File: src/rtl/pwm_ctrl_pkg.sv
package pwm_ctrl_pkg;
  localparam int PSC_W      = 17;  // holds 72000
  localparam int FLD_W      = 7;
  localparam int FLD_STRIDE = 15;
  localparam int RDY_BASE   = 28;
  localparam int CNT_W      = 16;

  // field bit positions inside a channel field
  localparam int F_EN   = 4;
  localparam int F_ACT  = 5;
  localparam int F_GATE = 6;

  // clocks per tick; 0 marks an invalid code
  function automatic logic [PSC_W-1:0] psc_div(input logic [3:0] code, input logic bypass);
    logic [PSC_W-1:0] d;
    case (code)
      4'd0:  d = PSC_W'(120);
      4'd1:  d = PSC_W'(180);
      4'd2:  d = PSC_W'(240);
      4'd3:  d = PSC_W'(360);
      4'd4:  d = PSC_W'(480);
      4'd8:  d = PSC_W'(12000);
      4'd9:  d = PSC_W'(24000);
      4'd10: d = PSC_W'(36000);
      4'd11: d = PSC_W'(48000);
      4'd12: d = PSC_W'(72000);
      4'd15: d = bypass ? PSC_W'(1) : '0;
      default: d = '0;
    endcase
    return d;
  endfunction
endpackage

File: src/rtl/pwm_ctrl_psc.sv
module pwm_ctrl_psc
  import pwm_ctrl_pkg::*;
(
  input  logic             clk_i,
  input  logic             rst_ni,
  input  logic             run_i,
  input  logic [PSC_W-1:0] div_i,
  output logic             tick_o
);
  logic [PSC_W-1:0] psc_q;
  logic             last;

  // >= so a divisor shrink while running still wraps
  assign last   = psc_q >= (div_i - PSC_W'(1));
  assign tick_o = run_i & last;

  always_ff @(posedge clk_i or negedge rst_ni) begin
    if (!rst_ni)      psc_q <= '0;
    else if (!run_i)  psc_q <= '0;
    else if (last)    psc_q <= '0;
    else              psc_q <= psc_q + PSC_W'(1);
  end


  psc_hold_chk: assert property (@(posedge clk_i) disable iff (!rst_ni)
    !run_i |=> (psc_q == '0));
endmodule

File: src/rtl/pwm_ctrl_chan.sv
module pwm_ctrl_chan
  import pwm_ctrl_pkg::*;
(
  input  logic        clk_i,
  input  logic        rst_ni,
  input  logic        run_i,
  input  logic        tick_i,
  input  logic        act_i,
  input  logic        wr_i,
  input  logic [31:0] wdata_i,
  output logic        pwm_o,
  output logic        pend_o,
  output logic [31:0] shadow_o
);
  logic [CNT_W-1:0] prd_q, dty_q, cnt_q;
  logic [31:0]      shadow_q;
  logic             pend_q;
  logic             wrap;
  logic             in_duty;

  assign wrap    = run_i & tick_i & (cnt_q >= prd_q);
  assign in_duty = cnt_q < dty_q;

  // staged word; applied at boundary, or at once when idle
  always_ff @(posedge clk_i or negedge rst_ni) begin
    if (!rst_ni) begin
      shadow_q <= '0;
      pend_q   <= 1'b0;
      prd_q    <= '0;
      dty_q    <= '0;
    end else if (wr_i) begin
      shadow_q <= wdata_i;
      pend_q   <= 1'b1;
    end else if (pend_q && (!run_i || wrap)) begin
      prd_q  <= shadow_q[31:16];
      dty_q  <= shadow_q[15:0];
      pend_q <= 1'b0;
    end
  end

  always_ff @(posedge clk_i or negedge rst_ni) begin
    if (!rst_ni)      cnt_q <= '0;
    else if (!run_i)  cnt_q <= '0;
    else if (wrap)    cnt_q <= '0;
    else if (tick_i)  cnt_q <= cnt_q + CNT_W'(1);
  end

  assign pwm_o    = (run_i && in_duty) ? act_i : ~act_i;
  assign pend_o   = pend_q;
  assign shadow_o = shadow_q;


  cnt_range_chk: assert property (@(posedge clk_i) disable iff (!rst_ni)
    cnt_q <= prd_q);


  rdy_clear_chk: assert property (@(posedge clk_i) disable iff (!rst_ni)
    $fell(pend_q) |-> $past(!run_i || wrap));


  cfg_stable_chk: assert property (@(posedge clk_i) disable iff (!rst_ni)
    (run_i && $past(run_i) && !$past(wrap)) |-> ($stable(prd_q) && $stable(dty_q)));


  duty_zero_chk: assert property (@(posedge clk_i) disable iff (!rst_ni)
    (run_i && dty_q == '0) |-> (pwm_o == ~act_i));
endmodule

File: src/rtl/pwm_ctrl.sv
module pwm_ctrl
  import pwm_ctrl_pkg::*;
#(
  parameter int NUM_CH    = 2,  // 1 or 2
  parameter bit BYPASS_EN = 1'b1,
  parameter int ADDR_W    = 4
) (
  input  logic              clk_i,
  input  logic              rst_ni,
  input  logic              bus_we_i,
  input  logic [ADDR_W-1:0] bus_addr_i,
  input  logic [31:0]       bus_wdata_i,
  output logic [31:0]       bus_rdata_o,
  output logic [NUM_CH-1:0] pwm_o
);
  localparam int IDX_W = ADDR_W - 2;

  logic [IDX_W-1:0]             idx;
  logic                         ctrl_we;
  logic [NUM_CH-1:0][FLD_W-1:0] fld_q;
  logic [NUM_CH-1:0][31:0]      shadow;
  logic [NUM_CH-1:0]            pend;

  assign idx     = bus_addr_i[ADDR_W-1:2];
  assign ctrl_we = bus_we_i && (idx == '0);

  always_ff @(posedge clk_i or negedge rst_ni) begin
    if (!rst_ni) begin
      fld_q <= '0;
    end else if (ctrl_we) begin
      for (int c = 0; c < NUM_CH; c++)
        fld_q[c] <= bus_wdata_i[c*FLD_STRIDE +: FLD_W];
    end
  end

  for (genvar ch = 0; ch < NUM_CH; ch++) begin : g_ch
    logic [PSC_W-1:0] div;
    logic             run;
    logic             tick;

    assign div = psc_div(fld_q[ch][3:0], BYPASS_EN);
    assign run = fld_q[ch][F_EN] & fld_q[ch][F_GATE] & (div != '0);

    pwm_ctrl_psc u_psc (
      .clk_i  (clk_i),
      .rst_ni (rst_ni),
      .run_i  (run),
      .div_i  (div),
      .tick_o (tick)
    );

    pwm_ctrl_chan u_chan (
      .clk_i    (clk_i),
      .rst_ni   (rst_ni),
      .run_i    (run),
      .tick_i   (tick),
      .act_i    (fld_q[ch][F_ACT]),
      .wr_i     (bus_we_i && (idx == IDX_W'(ch + 1))),
      .wdata_i  (bus_wdata_i),
      .pwm_o    (pwm_o[ch]),
      .pend_o   (pend[ch]),
      .shadow_o (shadow[ch])
    );
  end

  always_comb begin
    bus_rdata_o = '0;
    if (idx == '0) begin
      for (int c = 0; c < NUM_CH; c++) begin
        bus_rdata_o[c*FLD_STRIDE +: FLD_W] = fld_q[c];
        bus_rdata_o[RDY_BASE + c]          = pend[c];
      end
    end else begin
      for (int c = 0; c < NUM_CH; c++)
        if (idx == IDX_W'(c + 1)) bus_rdata_o = shadow[c];
    end
  end
endmodule

File: config.mk
export PLATFORM = sky130hd
export DESIGN_NAME = pwm_ctrl
export DESIGN_NICKNAME = d
export VERILOG_FILES = /design/src/rtl/pwm_ctrl_pkg.sv /design/src/rtl/pwm_ctrl_psc.sv /design/src/rtl/pwm_ctrl_chan.sv /design/src/rtl/pwm_ctrl.sv
export SDC_FILE = /design/constraint.sdc
export NUM_CORES = 1
export LEC_CHECK = 0
export ABC_AREA = 1
export CAP_MARGIN = 0
export CORE_ASPECT_RATIO = 0.75
export CORE_MARGIN = 4
export CORE_UTILIZATION = 41
export DETAILED_ROUTE_END_ITERATION = 10
export PLACE_DENSITY = 0.66
export SETUP_SLACK_MARGIN = 0.3
export SLEW_MARGIN = 25
export SYNTH_ARGS = -nofsm -noshare
export SYNTH_HDL_FRONTEND = slang
export SYNTH_SLANG_ARGS = --single-unit
File: constraint.sdc
create_clock -name clk_i -period 3.32 [get_ports clk_i]
set_input_delay 0.498 -clock clk_i [delete_from_list [all_inputs] [get_ports clk_i]]
set_output_delay 0.498 -clock clk_i [all_outputs]
set_load 0.02 [all_outputs]
Word-level counts from Yosys, hierarchy flattened
Memory sizes are Yosys's and may differ from the RTL's.
Cells that the tools add are included.
- add/sub/neg operators: 6
- order comparisons: 6
- equality and inequality tests: 4
- multiplexer cells: 24
- bitwise gates (word level): 14
- reductions and logical operators: 18
- operators with widths (operator ; number):
    16-bit two-way mux ; 6
    17-bit two-way mux ; 4
    32-bit two-way mux ; 2
    17-bit by 1-bit adder with 17-bit output (second input constant) ; 2
    17-bit greater-or-equal comparator ; 2
    17-bit nonzero test ; 2
    17-bit by 1-bit subtractor with 17-bit output (second input constant) ; 2
    16-bit by 1-bit adder with 16-bit output (second input constant) ; 2
    16-bit greater-or-equal comparator ; 2
    16-bit < comparator ; 2
    7-bit two-way mux ; 2
    1-bit bitwise AND ; 10
    8-bit two-way mux ; 1
    1-bit logical AND ; 7
    1-bit two-way mux ; 6
    6-bit two-way mux ; 1
    3-bit != test (second input constant) ; 2
    2-bit two-way mux ; 2
    1-bit NOT ; 4
    2-bit AND reduction ; 2
    2-bit nonzero test ; 2
    2-bit by 1-bit == test with 1-bit output (second input constant) ; 1
    2-bit == test (second input constant) ; 1
    1-bit zero test ; 2
    other kinds (2) ; 3
- bits in registers: 210
- memory bits (read-only): 512
- input port bits: 39
- output and inout port bits: 34
- word-level logic and storage cells: 88
- memories kept: 2
- memory list (memory ; words ; width ; rd ports ; clocked after Yosys merged registers in ; wr ports ; RTL line ; RTL):
    (name not given) ; 16 ; 16 ; 1 ; 0 ; 0 ; pwm_ctrl_pkg.sv:16 ; case (code)
    (name not given) ; 16 ; 16 ; 1 ; 0 ; 0 ; pwm_ctrl_pkg.sv:16 ;

Longest topological paths before layout
An unclocked memory read counts as a cell.
- depth after elaboration: 10
- gate-level depth with buffers: 25
- mapped depth without buffers: 24

Hierarchy
Synthesis repeated with hierarchy kept, for this count alone.
- cell total of the unflattened synthesis: 1693
- area total of the unflattened synthesis: 13274.0 µm²
- by module, submodules not included (module ; times used ; cells each ; area each (µm²) ; seq. area each (µm²)):
    pwm_ctrl_chan at g_ch[1].u_chan ; 1 ; 528 ; 4295.4 ; 2026.9
    pwm_ctrl_chan at g_ch[0].u_chan ; 1 ; 528 ; 4277.9 ; 2026.9
    pwm_ctrl_psc ; 2 ; 207 ; 1636.6 ; 425.4
    pwm_ctrl ; 1 ; 223 ; 1427.6 ; 350.3

Worst setup path after synthesis
OpenSTA, ideal clock, no wires.
- kind: reg2reg
- start: register fld_q[7] (netlist bit)
- end: register g_ch[1].u_psc.psc_q[11]
- library setup time: 0.121 ns
- arrival: 3.127 ns
- required time: 3.199 ns
- setup slack: 0.071 ns
- stages on the path, launching flop included: 22
- buffers on the path: 1
- clock period less this slack: 3.249 ns
- path through: dfrtp_1 -> inv_1 -> ha_1 -> nor2_2 -> nand2_1 -> nand2_1 -> nand2_1 -> nor2_2 -> nand2_1 -> inv_1 -> a31oi_1 -> ha_1 -> nand2_1 -> nor2_1 -> nand2_1 -> nor2_1 -> nand2_1 -> nand4_1 -> clkinv_1 -> nand2_2 -> buf_2 -> nor2_1
- longest elaborated chain between the ends: 5
- elaborated cells on any way between the ends: 7
- those cells by class: add/sub (1); order compare (1); mux (2); bitwise (1); reduce/logical (1); memory (1)
- ends and longest elaborated chain (item ; RTL line ; RTL):
    from (decl) ; pwm_ctrl.sv:20 ; logic [NUM_CH-1:0][FLD_W-1:0] fld_q;
    from (signal, indexed assignment) ; pwm_ctrl.sv:32 ; fld_q[c] <= bus_wdata_i[c*FLD_STRIDE +: FLD_W];
    memory 16 x 16 bit * ; n/a ;
    17-bit by 1-bit subtractor with 17-bit output ; pwm_ctrl_psc.sv:14 ; assign last = psc_q >= (div_i - PSC_W'(1));
    17-bit greater-or-equal comparator ; pwm_ctrl_psc.sv:14 ;
    17-bit two-way mux ; pwm_ctrl_psc.sv:20 ; else if (last) psc_q <= '0;
    17-bit two-way mux * ; pwm_ctrl_psc.sv:19 ; else if (!run_i) psc_q <= '0;
    to (signal assigned) ; pwm_ctrl_psc.sv:21 ; else psc_q <= psc_q + PSC_W'(1);
    to (decl) ; pwm_ctrl_psc.sv:10 ; logic [PSC_W-1:0] psc_q;
Every way passes the cells marked *; elsewhere a longest branch is shown, timed or not.
A chain may end at the register's enable or synchronous reset.

Worst setup path in the final report
- start: register fld_q[7] (netlist bit)
- end: register g_ch[1].u_chan.prd_q[7]
- longest elaborated chain between the ends: 9
- elaborated cells on any way between the ends: 12
- those cells by class: add/sub (1); order compare (1); bitwise (4); reduce/logical (5); memory (1)
- ends and longest elaborated chain (item ; RTL line ; RTL):
    memory 16 x 16 bit * ; n/a ;
    17-bit by 1-bit subtractor with 17-bit output or 17-bit nonzero test (tied branches) ; pwm_ctrl_psc.sv:14, pwm_ctrl.sv:42 ;
    17-bit greater-or-equal comparator or 1-bit bitwise AND (tied branches) ; pwm_ctrl_psc.sv:14, pwm_ctrl.sv:42 ;
    1-bit bitwise AND ; pwm_ctrl_psc.sv:15 ; assign tick_o = run_i & last;
    1-bit bitwise AND (2 in series) ; pwm_ctrl_chan.sv:21 ; assign wrap = run_i & tick_i & (cnt_q >= prd_q);
    1-bit logical OR * ; pwm_ctrl_chan.sv:34 ; end else if (pend_q && (!run_i || wrap)) begin
    1-bit logical AND * ; pwm_ctrl_chan.sv:34 ;
    2-bit AND reduction (no line) * ; n/a ;
    to (signal assigned) ; pwm_ctrl_chan.sv:35 ; prd_q <= shadow_q[31:16];
    to (decl) ; pwm_ctrl_chan.sv:15 ; logic [CNT_W-1:0] prd_q, dty_q, cnt_q;
Marked as above.

==> impl_metrics.xml <==
<?xml version="1.0" encoding="UTF-8"?>
<metrics>
  <group name="run_status">
    <metric name="outcome" unit="">complete, no violations</metric>
  </group>
  <group name="setup_path">
    <metric name="crit_path_top_delay_cell" unit="">sky130_fd_sc_hd__dfrtp_2</metric>
    <metric name="delay_heaviest_family_cp" unit="">simple AND/OR/NAND/NOR gates</metric>
    <metric name="timing.critical_path.buf_inv" unit="">3</metric>
    <metric name="worst-r2r-cell-count" unit="">22</metric>
    <metric name="worstPathArrival" unit="ps">3650</metric>
    <metric name="cell_breakdown_of_the_critical_path" unit="">inv_4 -&gt; ha_4 -&gt; nor2_4 -&gt; nand2_2 -&gt; nand2_2 -&gt; nand2_4 -&gt; nor2_4 -&gt; nand2_4 -&gt; inv_8 -&gt; nor2_2 -&gt; ha_1 -&gt; nand2_1 -&gt; nand2_1 -&gt; nand2_1 -&gt; nand2_1 -&gt; a21oi_2 -&gt; nand4_1 -&gt; nand2_2 -&gt; nand2_8 -&gt; clkbuf_16 -&gt; nand3_2 -&gt; nand2_1</metric>
    <metric name="critPathMaxFanout" unit="">8</metric>
    <metric name="setup.worst_path.start_class" unit="">flip-flop</metric>
    <metric name="slowest_delay" unit="ps">440</metric>
    <metric name="crit_type" unit="">reg2reg</metric>
    <metric name="worstPathRequired" unit="ps">3720</metric>
    <metric name="timing.critical_path.to_type" unit="">flip-flop</metric>
    <metric name="worst-path-stages" unit="">22</metric>
    <metric name="most_used_cell_cp" unit="">sky130_fd_sc_hd__nand2_1</metric>
  </group>
  <group name="clock_tree">
    <metric name="h-tree-depth" unit="">1</metric>
    <metric name="cts_inserted_buffers" unit="">23</metric>
    <metric name="worst_skew_pair.late_latency" unit="ps">540</metric>
    <metric name="cts_buffer_depth" unit="">3</metric>
    <metric name="clk_transition_reported_paths" unit="ps">60</metric>
    <metric name="clock_sink_count" unit="">210</metric>
    <metric name="tritoncts" unit="">yes</metric>
    <metric name="clock_root_buffer" unit="">sky130_fd_sc_hd__clkbuf_16</metric>
  </group>
  <group name="routing">
    <metric name="finalWirelength" unit="microns">38480</metric>
    <metric name="post_route_drc_violation_count" unit="">0</metric>
    <metric name="via_to_cell_ratio" unit="">5.305</metric>
    <metric name="count_of_nets_left_with_antenna_violations_after_detail_routing" unit="">0</metric>
    <metric name="drt-initial-drc-count" unit="">770</metric>
    <metric name="detail_route.first_pass.iterations" unit="">7</metric>
    <metric name="route.vias.total" unit="">11820</metric>
    <metric name="routedWlPerCell" unit="microns">17.27</metric>
  </group>
  <group name="timing">
    <metric name="tightest_slew" unit="ps">1130</metric>
    <metric name="max-slew-margin-rel" unit="">0.2457</metric>
    <metric name="fin_crit_sh" unit="">0.9775</metric>
    <metric name="final-hold-violation-count" unit="">0</metric>
    <metric name="grt_setup_unrepaired" unit="">true</metric>
    <metric name="totalNegativeSetupSlack" unit="ps">0</metric>
    <metric name="finalSetupViolCount" unit="">0</metric>
    <metric name="fin_crit" unit="ps">3245</metric>
    <metric name="timing.final.max_slew_violations" unit="">0</metric>
    <metric name="max_clk_rate" unit="MHz">308.1</metric>
    <metric name="clock_skew" unit="ps">30.90</metric>
  </group>
  <group name="global_routing">
    <metric name="global_route.usage.met3" unit="">0.03012</metric>
    <metric name="global_route.overflow_total" unit="">0</metric>
    <metric name="antenna_found_initial" unit="">0</metric>
    <metric name="busiest_layer" unit="">met1</metric>
    <metric name="grt.total_usage" unit="">0.2043</metric>
    <metric name="first_global_vias" unit="">10960</metric>
    <metric name="grt_use_met1" unit="">0.3114</metric>
    <metric name="grt_max_degree" unit="">86</metric>
    <metric name="grtUsageMet2" unit="">0.3088</metric>
    <metric name="first_pass_grt_wire_length" unit="microns">57640</metric>
  </group>
  <group name="placement">
    <metric name="gp_congestion" unit="">0.9221</metric>
    <metric name="port_buffers" unit="">70</metric>
    <metric name="number_of_placed_cells_counting_well_taps" unit="">2122</metric>
    <metric name="detailed_place_hpwl" unit="microns">24360</metric>
  </group>
  <group name="synthesis">
    <metric name="most_common_flop_cell_mapped_by_yosys" unit="">sky130_fd_sc_hd__dfrtp_1</metric>
    <metric name="ys.warnings.count" unit="">0</metric>
    <metric name="synth_async_sr_flop_share" unit="">1.000</metric>
    <metric name="synth-edff-count" unit="">0</metric>
    <metric name="synth.ff_latch_count" unit="">210</metric>
    <metric name="synthDistinctLibCells" unit="">44</metric>
    <metric name="synthesis.nets" unit="">1826</metric>
    <metric name="postSynthCellCount" unit="">1675</metric>
    <metric name="synth_sequential_area_ratio" unit="">0.4070</metric>
    <metric name="netlist_area" unit="sq um">12910</metric>
    <metric name="syn_area_per_cell" unit="sq um">7.708</metric>
  </group>
  <group name="hold_path">
    <metric name="timing.hold.worst_path_depth" unit="">2</metric>
    <metric name="path_category_of_the_worst_min_delay_check" unit="">reg2reg</metric>
  </group>
  <group name="die">
    <metric name="floorplan.initialDensity" unit="">0.4216</metric>
    <metric name="std_cell_rows" unit="">55</metric>
    <metric name="die_h" unit="microns">161.7</metric>
    <metric name="chipWidth" unit="microns">212.9</metric>
    <metric name="coreArea" unit="sq um">30620</metric>
    <metric name="i_o_pins" unit="">73</metric>
    <metric name="design.die.area" unit="sq um">34420</metric>
  </group>
  <group name="flow_run">
    <metric name="timing.max_cap.violations" unit="">0</metric>
  </group>
  <group name="finish">
    <metric name="antenna-diode-count" unit="">0</metric>
    <metric name="layout_overhead_on_the_synthesized_area" unit="%">32.20</metric>
    <metric name="final_cell_count_without_fillers" unit="">2228</metric>
    <metric name="filler_cells_inserted" unit="">2711</metric>
    <metric name="post_route_cells_drive_above_1_share" unit="">0.2269</metric>
    <metric name="layout.nets" unit="">1964</metric>
    <metric name="final_core_util" unit="">0.5574</metric>
  </group>
  <group name="power_and_ir_drop">
    <metric name="p_leak" unit="nW">8.312</metric>
    <metric name="power.density" unit="nW/um^2">504.6</metric>
    <metric name="power.ir.vdd_worst" unit="mV">0.3844</metric>
  </group>
</metrics>
[area by class of cell]
class                      instances  area [sq um]  share of cell area
clock inverter                    10         73.82            0.004325
timing repair buffer             164          1747              0.1023
multi-input combinational       1209          7979              0.4675
sequential                       210          5260              0.3082
inverter                         205         824.5             0.04831
clock buffer                      31         685.7             0.04017
tap                              399         499.2             0.02925
[cell families after synthesis]
kind of cell,Yosys count,synth area share
flops,210,0.4070
fa+ha+maj,112,0.1085
xor+xnor,52,0.03527
compound gates,189,0.08373
simple gates,848,0.2826
buf+inv,264,0.08286
[tightest hold or removal path, cell delays in order, from the launching register on]
cell and delay [ps]:
sky130_fd_sc_hd__dfrtp_1 340, sky130_fd_sc_hd__nand2_1 50, sky130_fd_sc_hd__nand2_1 40
[registers in the layout, summed over array words and instances (netlist names)]
| name | count |
|---|---|
| g_ch.u_chan.dty_q | 32 |
| g_ch.u_chan.cnt_q | 32 |
| g_ch.u_chan.pend_o | 2 |
| g_ch.u_chan.shadow_o | 64 |
| g_ch.u_chan.prd_q | 32 |
| g_ch.u_psc.psc_q | 34 |
| fld_q | 14 |
[where the power goes]
group	leakage (nW)	switching [mW]	internal [mW]
combinational	5.19	1.59	1.14
clock	0.379	1.10	1.46
sequential	2.74	0.374	2.95
[synth_stat cells (5+ instances only)]
master                       n  area [sq um]
sky130_fd_sc_hd__nand2_1   496          1862
sky130_fd_sc_hd__dfrtp_1   210          5255
sky130_fd_sc_hd__inv_1     199         747.0
sky130_fd_sc_hd__nand3_1   136         680.7
sky130_fd_sc_hd__nor2_1    116         435.4
sky130_fd_sc_hd__ha_1      112          1401
sky130_fd_sc_hd__o21ai_0    93         465.5
sky130_fd_sc_hd__a21oi_1    56         280.3
sky130_fd_sc_hd__nand4_1    45         281.5
sky130_fd_sc_hd__xor2_1     35         306.5
sky130_fd_sc_hd__clkbuf_1   32         120.1
sky130_fd_sc_hd__nor3_1     25         125.1
sky130_fd_sc_hd__xnor2_1    17         148.9
sky130_fd_sc_hd__a22o_1     16         140.1
sky130_fd_sc_hd__buf_2      13         65.06
sky130_fd_sc_hd__buf_4       8         60.06
sky130_fd_sc_hd__nand2_2     6         37.54
sky130_fd_sc_hd__o21a_1      5         37.54
[final timing paths]
check                                                           from                                    to  slack (ps)
worst max-delay path                            fld_q[7]$_DFFE_PN0P_   g_ch[1].u_chan.prd_q[7]$_DFFE_PN0P_          70
worst min-delay path            g_ch[1].u_chan.dty_q[12]$_DFFE_PN0P_  g_ch[1].u_chan.dty_q[12]$_DFFE_PN0P_         470
worst max register to register                  fld_q[7]$_DFFE_PN0P_   g_ch[1].u_chan.prd_q[7]$_DFFE_PN0P_          70
worst min register to register  g_ch[1].u_chan.dty_q[12]$_DFFE_PN0P_  g_ch[1].u_chan.dty_q[12]$_DFFE_PN0P_         470
max in group asynchronous                                     rst_ni   g_ch[0].u_chan.prd_q[4]$_DFFE_PN0P_        1800
min in group asynchronous                                     rst_ni   g_ch[0].u_chan.dty_q[2]$_DFFE_PN0P_         540
[metrics by stage]
step	setup slack [ps]	power (mW)	hold WS (ps)	cell area [sq um]
final	74.63	8.613	470.3	17070
after global routing	-142.1	9.121	495.3	17070
after CTS	189.3	8.086	474.2	15520
after detailed placement	-46.03	5.356	459.3	14210
after global placement	13.34	5.282	456.2	14210
after floorplan	317.4	4.635	202.4	12960
[layer usage]
layer / wire (microns) / vias to the layer above
li1: - / 5736
met1: 18280 / 5656
met2: 17060 / 376
met3: 2376 / 51
met4: 767 / 0
met5: 0 / -
[placed cells by master (no fill, tap or decap), types with 4 or more instances in the layout]
| master | netlist | layout |
|---|---|---|
| sky130_fd_sc_hd__nand3_4 | 0 | 4 |
| sky130_fd_sc_hd__o21a_1 | 5 | 5 |
| sky130_fd_sc_hd__nor3_1 | 25 | 18 |
| sky130_fd_sc_hd__inv_4 | 1 | 6 |
| sky130_fd_sc_hd__buf_6 | 4 | 14 |
| sky130_fd_sc_hd__nor2_1 | 116 | 83 |
| sky130_fd_sc_hd__a21oi_4 | 1 | 4 |
| sky130_fd_sc_hd__clkdlybuf4s50_1 | 0 | 67 |
| sky130_fd_sc_hd__dfrtp_2 | 0 | 4 |
| sky130_fd_sc_hd__nand2_1 | 496 | 401 |
| sky130_fd_sc_hd__nand2_8 | 1 | 14 |
| sky130_fd_sc_hd__nor2_4 | 4 | 24 |
| sky130_fd_sc_hd__o21ai_1 | 1 | 7 |
| sky130_fd_sc_hd__inv_2 | 4 | 7 |
| sky130_fd_sc_hd__clkbuf_8 | 0 | 8 |
| sky130_fd_sc_hd__ha_1 | 112 | 94 |
| sky130_fd_sc_hd__nand3_2 | 1 | 48 |
| sky130_fd_sc_hd__a21oi_2 | 0 | 8 |
| sky130_fd_sc_hd__buf_12 | 0 | 10 |
| sky130_fd_sc_hd__nand4_1 | 45 | 45 |
| sky130_fd_sc_hd__xor2_1 | 35 | 33 |
| sky130_fd_sc_hd__xnor2_1 | 17 | 17 |
| sky130_fd_sc_hd__nand2_2 | 6 | 84 |
| sky130_fd_sc_hd__inv_1 | 199 | 188 |
| sky130_fd_sc_hd__ha_4 | 0 | 17 |
| sky130_fd_sc_hd__nor3_2 | 0 | 5 |
| sky130_fd_sc_hd__nand3_1 | 136 | 85 |
| sky130_fd_sc_hd__clkbuf_16 | 0 | 28 |
| sky130_fd_sc_hd__nor2_2 | 3 | 16 |
| sky130_fd_sc_hd__clkinv_2 | 0 | 6 |
| sky130_fd_sc_hd__o21ai_0 | 93 | 86 |
| sky130_fd_sc_hd__dfrtp_1 | 210 | 206 |
| sky130_fd_sc_hd__nand2_4 | 3 | 15 |
| sky130_fd_sc_hd__buf_4 | 8 | 60 |
| sky130_fd_sc_hd__a22o_1 | 16 | 16 |
| sky130_fd_sc_hd__o211ai_1 | 4 | 4 |
| sky130_fd_sc_hd__a21oi_1 | 56 | 45 |
[repair_timing]
action | CTS | global route
endpoints found under the hold margin | 56 | 0
gates resized for setup | 71 | 279
cloned | 6 | 10
endpoints found under the setup margin | 116 | 133
hold buffers | 1 | 0
setup buffers | 20 | 28
pin swaps | 17 | 121
Note: power is estimated with default switching activity, not from simulation.
